### src/rtl/hwloop_pkg.sv
package hwloop_pkg;

    // Operation applied to the trip counter in one cycle.
    typedef enum logic [1:0] {
        CNT_HOLD  = 2'd0,
        CNT_LOAD  = 2'd1,
        CNT_DEC   = 2'd2,
        CNT_CLEAR = 2'd3
    } cnt_op_e;

    // Source of the next fetch address.
    typedef enum logic {
        NPC_SEQ  = 1'b0,
        NPC_LOOP = 1'b1
    } npc_src_e;

    // Decision bundle produced by the address compare.
    typedef struct packed {
        logic     hit;      // valid fetch of the end address while armed
        logic     last;     // the hit is on the final pass
        npc_src_e src;      // where the next fetch comes from
    } match_t;

    // Select the counter operation; setup outranks the end-address hit.
    function automatic cnt_op_e pick_cnt_op(input logic setup, input match_t m);
        if (setup)
            return CNT_LOAD;
        else if (m.hit && m.last)
            return CNT_CLEAR;
        else if (m.hit)
            return CNT_DEC;
        return CNT_HOLD;
    endfunction

endpackage

### src/rtl/hwloop_cfg.sv
module hwloop_cfg #(
    parameter int AW = 32
) (
    input  logic          clk,
    input  logic          rst,
    input  logic          load,
    input  logic [AW-1:0] start_in,
    input  logic [AW-1:0] end_in,
    output logic [AW-1:0] start_q,
    output logic [AW-1:0] end_q
);

    always_ff @(posedge clk) begin
        if (rst) begin
            start_q <= '0;
            end_q   <= '0;
        end else if (load) begin
            start_q <= start_in;
            end_q   <= end_in;
        end
    end

endmodule

### src/rtl/hwloop_cnt.sv
module hwloop_cnt
    import hwloop_pkg::*;
#(
    parameter int CW = 16
) (
    input  logic          clk,
    input  logic          rst,
    input  cnt_op_e       op,
    input  logic [CW-1:0] load_val,
    output logic [CW-1:0] count_q,
    output logic          active_q
);

    localparam logic [CW-1:0] ONE = CW'(1);

    logic [CW-1:0] count_d;
    logic          active_d;

    always_comb begin
        count_d  = count_q;
        active_d = active_q;
        unique case (op)
            CNT_LOAD: begin
                count_d  = load_val;
                active_d = (load_val != '0);
            end
            CNT_DEC: begin
                count_d  = count_q - ONE;
            end
            CNT_CLEAR: begin
                count_d  = '0;
                active_d = 1'b0;
            end
            default: begin
                count_d  = count_q;
                active_d = active_q;
            end
        endcase
    end

    always_ff @(posedge clk) begin
        if (rst) begin
            count_q  <= '0;
            active_q <= 1'b0;
        end else begin
            count_q  <= count_d;
            active_q <= active_d;
        end
    end

endmodule

### src/rtl/hwloop_match.sv
module hwloop_match
    import hwloop_pkg::*;
#(
    parameter int AW   = 32,
    parameter int CW   = 16,
    parameter int STEP = 4
) (
    input  logic          fetch_valid,
    input  logic [AW-1:0] fetch_pc,
    input  logic          active,
    input  logic [CW-1:0] count,
    input  logic [AW-1:0] start_addr,
    input  logic [AW-1:0] end_addr,
    output match_t        m,
    output logic [AW-1:0] next_pc
);

    localparam logic [AW-1:0] STEP_V = AW'(STEP);
    localparam logic [CW-1:0] ONE    = CW'(1);

    logic [AW-1:0] seq_pc;

    // The sequential address is formed in parallel with the compare so
    // the loop-back only adds one mux level on the fetch path.
    assign seq_pc = fetch_pc + STEP_V;

    always_comb begin
        m.hit  = fetch_valid && active && (fetch_pc == end_addr);
        m.last = (count == ONE);
        m.src  = (m.hit && !m.last) ? NPC_LOOP : NPC_SEQ;
    end

    assign next_pc = (m.src == NPC_LOOP) ? start_addr : seq_pc;

endmodule

### src/rtl/hwloop_seq.sv
module hwloop_seq
    import hwloop_pkg::*;
#(
    parameter int AW   = 32,
    parameter int CW   = 16,
    parameter int STEP = 4
) (
    input  logic          clk,
    input  logic          rst,
    input  logic          setup_valid,
    input  logic [AW-1:0] setup_start,
    input  logic [AW-1:0] setup_end,
    input  logic [CW-1:0] setup_count,
    input  logic          fetch_valid,
    input  logic [AW-1:0] fetch_pc,
    output logic [AW-1:0] next_pc,
    output logic          redirect,
    output logic          loop_active,
    output logic [CW-1:0] loop_count
);

    logic [AW-1:0] start_q;
    logic [AW-1:0] end_q;
    match_t        m;
    cnt_op_e       op;

    hwloop_cfg #(.AW(AW)) u_cfg (
        .clk      (clk),
        .rst      (rst),
        .load     (setup_valid),
        .start_in (setup_start),
        .end_in   (setup_end),
        .start_q  (start_q),
        .end_q    (end_q)
    );

    hwloop_match #(.AW(AW), .CW(CW), .STEP(STEP)) u_match (
        .fetch_valid (fetch_valid),
        .fetch_pc    (fetch_pc),
        .active      (loop_active),
        .count       (loop_count),
        .start_addr  (start_q),
        .end_addr    (end_q),
        .m           (m),
        .next_pc     (next_pc)
    );

    assign op = pick_cnt_op(setup_valid, m);

    hwloop_cnt #(.CW(CW)) u_cnt (
        .clk      (clk),
        .rst      (rst),
        .op       (op),
        .load_val (setup_count),
        .count_q  (loop_count),
        .active_q (loop_active)
    );

    assign redirect = (m.src == NPC_LOOP);

endmodule

### config.mk
export PLATFORM = sky130hd
export DESIGN_NAME = hwloop_seq
export DESIGN_NICKNAME = d
export VERILOG_FILES = /design/src/rtl/hwloop_pkg.sv /design/src/rtl/hwloop_cfg.sv /design/src/rtl/hwloop_cnt.sv /design/src/rtl/hwloop_match.sv /design/src/rtl/hwloop_seq.sv
export SDC_FILE = /design/constraint.sdc
export NUM_CORES = 1
export LEC_CHECK = 0
export BUFFER_PORTS_ARGS = -buffer_cell sky130_fd_sc_hd__buf_4
export CAP_MARGIN = 15
export CORE_ASPECT_RATIO = 1.75
export CORE_MARGIN = 2
export CORE_UTILIZATION = 45
export DETAILED_ROUTE_END_ITERATION = 6
export GPL_TIMING_DRIVEN = 0
export PLACE_DENSITY_LB_ADDON = 0.3
export SKIP_CTS_REPAIR_TIMING = 1
export SLEW_MARGIN = 40
export SYNTH_ARGS = -nofsm -noshare
export SYNTH_HDL_FRONTEND = slang
export SYNTH_SLANG_ARGS = --single-unit
### constraint.sdc
create_clock -name clk -period 2.6 [get_ports clk]
set_input_delay 0.26 -clock clk [delete_from_list [all_inputs] [get_ports clk]]
set_output_delay 0.26 -clock clk [all_outputs]
set_load 0.05 [all_outputs]
Word-level counts from Yosys, hierarchy flattened. Index checks and enable logic that the tools add are counted.

Bits in registers: 81. Output and inout port bits: 50. Input bits: 116.

Equal/unequal tests: 5. Reductions and logical operators: 8. Add/sub/neg operators: 2. Multiplexer cells: 11.

Operator list (number): $pmux 16 s3 (1); $add 32x3->32 const B (1); $eq 32x32->1 (1); $mux 32 (1); $eq 16x1->1 const B (1); $reduce_bool 16->1 (1); $sub 16x1->16 const B (1); $mux 2 (4); $eq 2x2->1 const B (2); $logic_and 1x1->1 (4); $mux 1 (4); $reduce_bool 3->1 (1); $eq 2x1->1 const B (1); $pmux 1 s2 (1); $reduce_bool 2->1 (1); $logic_not 1->1 (1).

Longest topological paths before layout.
Depth after elaboration: 8. Depth in mapped cells: 10. Gate-level depth less buffers: 8.

Cells and area by module. A second synthesis with hierarchy kept.

Cell total of the unflattened synthesis: 518. Area, all modules: 4939.7 µm².

Modules (own cells, without submodules): hwloop_cfg (times used 1, cells each 206, area an instance 2290.9 µm², seq. area each 1281.2 µm²); hwloop_match (times used 1, cells each 200, area an instance 1652.8 µm², seq. area each 0.0 µm²); hwloop_cnt (times used 1, cells each 110, area an instance 982.2 µm², seq. area each 340.3 µm²); hwloop_seq (times used 1, cells each 2, area an instance 13.8 µm², seq. area each 0.0 µm²).

Least setup slack after synthesis. No wires, ideal clock.

Kind: flip-flop to output port. Start: register u_cnt.count_q[0]. End: output port next_pc[27]. Data required time: 2.340 ns. Setup slack: -0.841 ns. Cell stages (with the launch flop): 9. Buffers on the path: 2. Arrival: 3.181 ns. Path through: dfxtp_1 > ha_1 > nor4b_1 > nand3_1 > nor2_1 > nor4_1 > buf_4 > buf_4 > o21ai_0.

Longest elaborated chain between the ends: 5.

RTL lines: from (decl) (line hwloop_cnt.sv:10) `output logic [CW-1:0] count_q,`; from (signal assigned) (line hwloop_cnt.sv:46) `count_q <= count_d;`; $eq 16x1->1 (line hwloop_match.sv:29) `m.last = (count == ONE);`; $logic_not 1->1 (line hwloop_match.sv:30) `m.src = (m.hit && !m.last) ? NPC_LOOP : NPC_SEQ;`; $logic_and 1x1->1 (line hwloop_match.sv:30); $mux 1 (line hwloop_match.sv:30); $mux 32 (line hwloop_match.sv:33) `assign next_pc = (m.src == NPC_LOOP) ? start_addr : seq_pc;`; to (decl) (line hwloop_seq.sv:16) `output logic [AW-1:0] next_pc,`.

Every way passes these cells.

Worst setup path after layout.
Start: register u_cfg.end_q[4]. End: output port next_pc[21].

Longest elaborated chain between the ends: 5.

RTL lines: from (decl) (line hwloop_cfg.sv:10) `output logic [AW-1:0] end_q`; from (signal assigned) (line hwloop_cfg.sv:19) `end_q <= end_in;`; $eq 32x32->1 (line hwloop_match.sv:28) `m.hit = fetch_valid && active && (fetch_pc == end_addr);`; $logic_and 1x1->1 (line hwloop_match.sv:28); $logic_and 1x1->1 (line hwloop_match.sv:30); $mux 1 (line hwloop_match.sv:30); $mux 32 (line hwloop_match.sv:33).

Every way passes these cells.

==> key figures <==
Global route
  • Number of global-route vias before repair: a little over 5000
  • Global Route Usage Sum: 29.23%
  • First-pass GRT wire length: 25.23 mm
  • Total grt overflow: 0
  • Initial antenna violation count: 0
  • Largest net degree at the start of global routing: 14

STA
  • Relative slew slack: 42.92%
  • Worst Skew: 0.004811 ns
  • Worst setup margin: -0.3128 ns
  • Final setup vio count: 33
  • Fin crit period: 2.913 ns
  • Final hold viol count: 0
  • Actual slew at the worst max-slew pin: 0.8563 ns
  • RSZ-0062 raised after global routing: yes
  • Period utilization: 112.0%
  • Final count of pins violating max slew: 0
  • Max frequency: 343.3 MHz

Setup path
  • R2R depth: 8
  • Arrival time worst endpoint: about 2.7 ns
  • Critical path's largest stage delay: 0.38 ns
  • Crit-path slowest cell: mux2_2
  • Reg2reg setup slack: roughly 0.14 ns
  • Crit path kind: reg2out
  • Worst reg2reg endpoint: u_cnt.count_q[3]
  • CP max FO: 3
  • CP Capture Type: output pin
  • FF-to-FF Start: u_cfg.end_q[7]
  • CP required: 2.34 ns
  • Worst Setup Start Kind: register
  • Crit path cell chain: xor2_1, nor4_2, nand3_2, or2_2, nor3_4, mux2_2, buf_4

Synthesis
  • Mapped Area: approximately 4700 um^2
  • Yosys warning total: 0
  • Post-Synthesis Cells: between 500 and 600
  • #FFs+latches synth: 81
  • Unique cell type count in the Yosys netlist: between 50 and 60
  • EDFF count, synth: 0
  • Commonest register cell after synthesis: dfxtp_1
  • Synth Net Count: 695
  • Sequential cell area fraction in the yosys report: 34.22%
  • Average cell area after synthesis: 8.226 um^2
  • Ys async rst share: 0%

Floorplanning
  • I/O pin count: 166
  • Die height: ~140 um
  • Die Wd: 81.57 um
  • Die area: 11400 um^2
  • Initial core utilization: a little under half
  • Rows: 49
  • Core ar.: 10240 um^2

Flow run
  • Max-cap viol count: 0

Finish
  • Layout cells sized above 1: 39.02%
  • Area Growth Syn to Fin: 56.43%
  • Most frequent cells in the layout: 147 x buf_4, 90 x nor2_1, 76 x dfxtp_1
  • # nets final: 893
  • Antenna Cells: 0
  • Commonest non-fill, non-tap cell in the layout: buf_4

Worst hold path
  • Hold Crit Class: in2reg
  • Hold Startpoint: setup_count[4]
  • Hold Path Cell Cnt: 2
  • End of the worst hold path: u_cnt.count_q[4]

Power
  • Overall power: 0.003594 W
  • Logic pwr share: 25.4%
  • P per Cell Area: 484.9 nW/um^2
  • Switching fraction of total power: 31.13%
  • VDD IR-drop max: 390.7 uV
  • Pleak: 3.325 nW
  • Sequential Power Share: between 30% and 40%
  • Internal Dissipation: ~0.0025 W
  • Clock share of power: 35.9%
  • P_sw: 0.001119 W

Drt
  • Via density: 5.794
  • WL final: 18.04 mm
  • DR WL/cell: 19.91 um
  • Via count: 5249
  • DRC: 0
  • Drt first pass iters: 7
  • Routed Antenna Nets: 0
  • Starting DRT DRC Count: 308

CTS
  • CTS tree: built
  • Worst skew pair latency: 0.34 ns
  • Sink Count: 81
  • Clock Path Buffers: 2
  • Clk slew on worst S/H paths: 0.06 ns
  • Root Driver: clkbuf_16
  • H-tree Lvls: 3
  • CTS buffer count: 9

Placement
  • Pre-CTS setup slack: -0.4883 ns
  • Final Wtd Congestion: between 0.9 and 1
  • I/O Buffers: 160
  • HPWL after DPL: ~13 mm

Outcome
  • Failing checks: setup timing
  • Outcome: finished, violations left
## layout make-up
class                      instances  area [um^2]
inverter                          16        60.06
timing repair buffer             187         1639
buffer                            35        212.7
multi-input combinational        444         3416
fill                             762         2826
sequential                        81         1628
tap                              127        158.9
clock buffer                      11        242.7
clock inverter                     5        55.05
## cells in the mapped netlist (all sizes together) (10+ instances only)
library cell / count / area (um^2)
xor2: 41 / 359.1
dfxtp: 81 / 1622
buf: 13 / 68.82
o21ai: 33 / 165.2
nand2: 51 / 191.4
nor2: 91 / 341.6
nand4: 11 / 68.82
mux2i: 66 / 660.6
inv: 16 / 60.06
xnor2: 16 / 140.1
clkbuf: 22 / 83.83
nor3: 11 / 60.06
nand3: 17 / 85.08
a21oi: 10 / 50.05
nor4: 16 / 115.1
## critical path, delay by kind of cell, from the launching register on
kind          cells  cell delay, ns
xor+xnor          1            0.21
flops             1            0.32
mux               1            0.38
simple gates      4            1.21
buf+inv           1            0.19
## power by group through the flow
| stage | sequential, W | combinational (W) | clock, W |
|---|---|---|---|
| after floorplan | 0.00145 | 0.000445 | 0 |
| after global placement | 0.00140 | 0.000817 | 0 |
| after detailed placement | 0.00141 | 0.000832 | 0 |
| after CTS | 0.00138 | 0.000837 | 0.00129 |
| after global routing | 0.00140 | 0.000962 | 0.00135 |
| final | 0.00139 | 0.000911 | 0.00129 |
## worst max-delay path by stage
| stage | startpoint | endpoint | slack, ns | depth (start not counted) |
|---|---|---|---|---|
| after floorplan | u_cnt.count_q[0] | next_pc[10] | 0.04 | 7 |
| after global placement | fetch_pc[13] | next_pc[5] | -0.48 | 10 |
| after detailed placement | fetch_pc[13] | next_pc[7] | -0.49 | 10 |
| after CTS | u_cfg.end_q[31] | next_pc[7] | -0.78 | 9 |
| after global routing | u_cfg.end_q[1] | next_pc[21] | -0.38 | 7 |
| final | u_cfg.end_q[4] | next_pc[21] | -0.31 | 7 |
## metal layers
| layer | track usage [%] | wire [um] | vias up |
|---|---|---|---|
| met5 | 0 | 0 | - |
| met4 | 21.84 | 1364 | 0 |
| li1 | - | - | 2415 |
| met3 | 5.253 | 999 | 87 |
| met1 | 28.37 | 6115 | 2492 |
| met2 | 52.37 | 9556 | 255 |
## registers in the layout (all words and copies together) (netlist names)
| name | flops |
|---|---|
| u_cnt.active_q | 1 |
| u_cfg.start_q | 32 |
| u_cfg.end_q | 32 |
| u_cnt.count_q | 16 |
## kinds of logic after synthesis
family / count (synthesis) / synth area share [%]
multiplexers: 72 / 15.37
adder cells (fa/ha/maj): 3 / 0.7923
AO/OA/AOI/OAI: 76 / 10.35
XOR/XNOR: 57 / 10.54
AND/OR/NAND/NOR: 236 / 24.24
buffers and inverters: 51 / 4.489
flip-flops: 81 / 34.22
## through the flow
step | TNS, ns | hold WS (ns) | std cells | area [um^2] | util [%]
finish | -5.733 | 0.1366 | 906 | 7412 | 72.39
global placement | -11.93 | 0.4672 | 863 | 6330 | 61.82
global route | -7.443 | 0.1374 | 906 | 7412 | 72.39
CTS | -21.90 | 0.1303 | 879 | 6628 | 64.73
floorplan | 0 | 0.3778 | 576 | 4970 | -
detailed placement | -11.85 | 0.4809 | 863 | 6330 | 61.82
No activity file was read; power rests on OpenSTA's default activity.
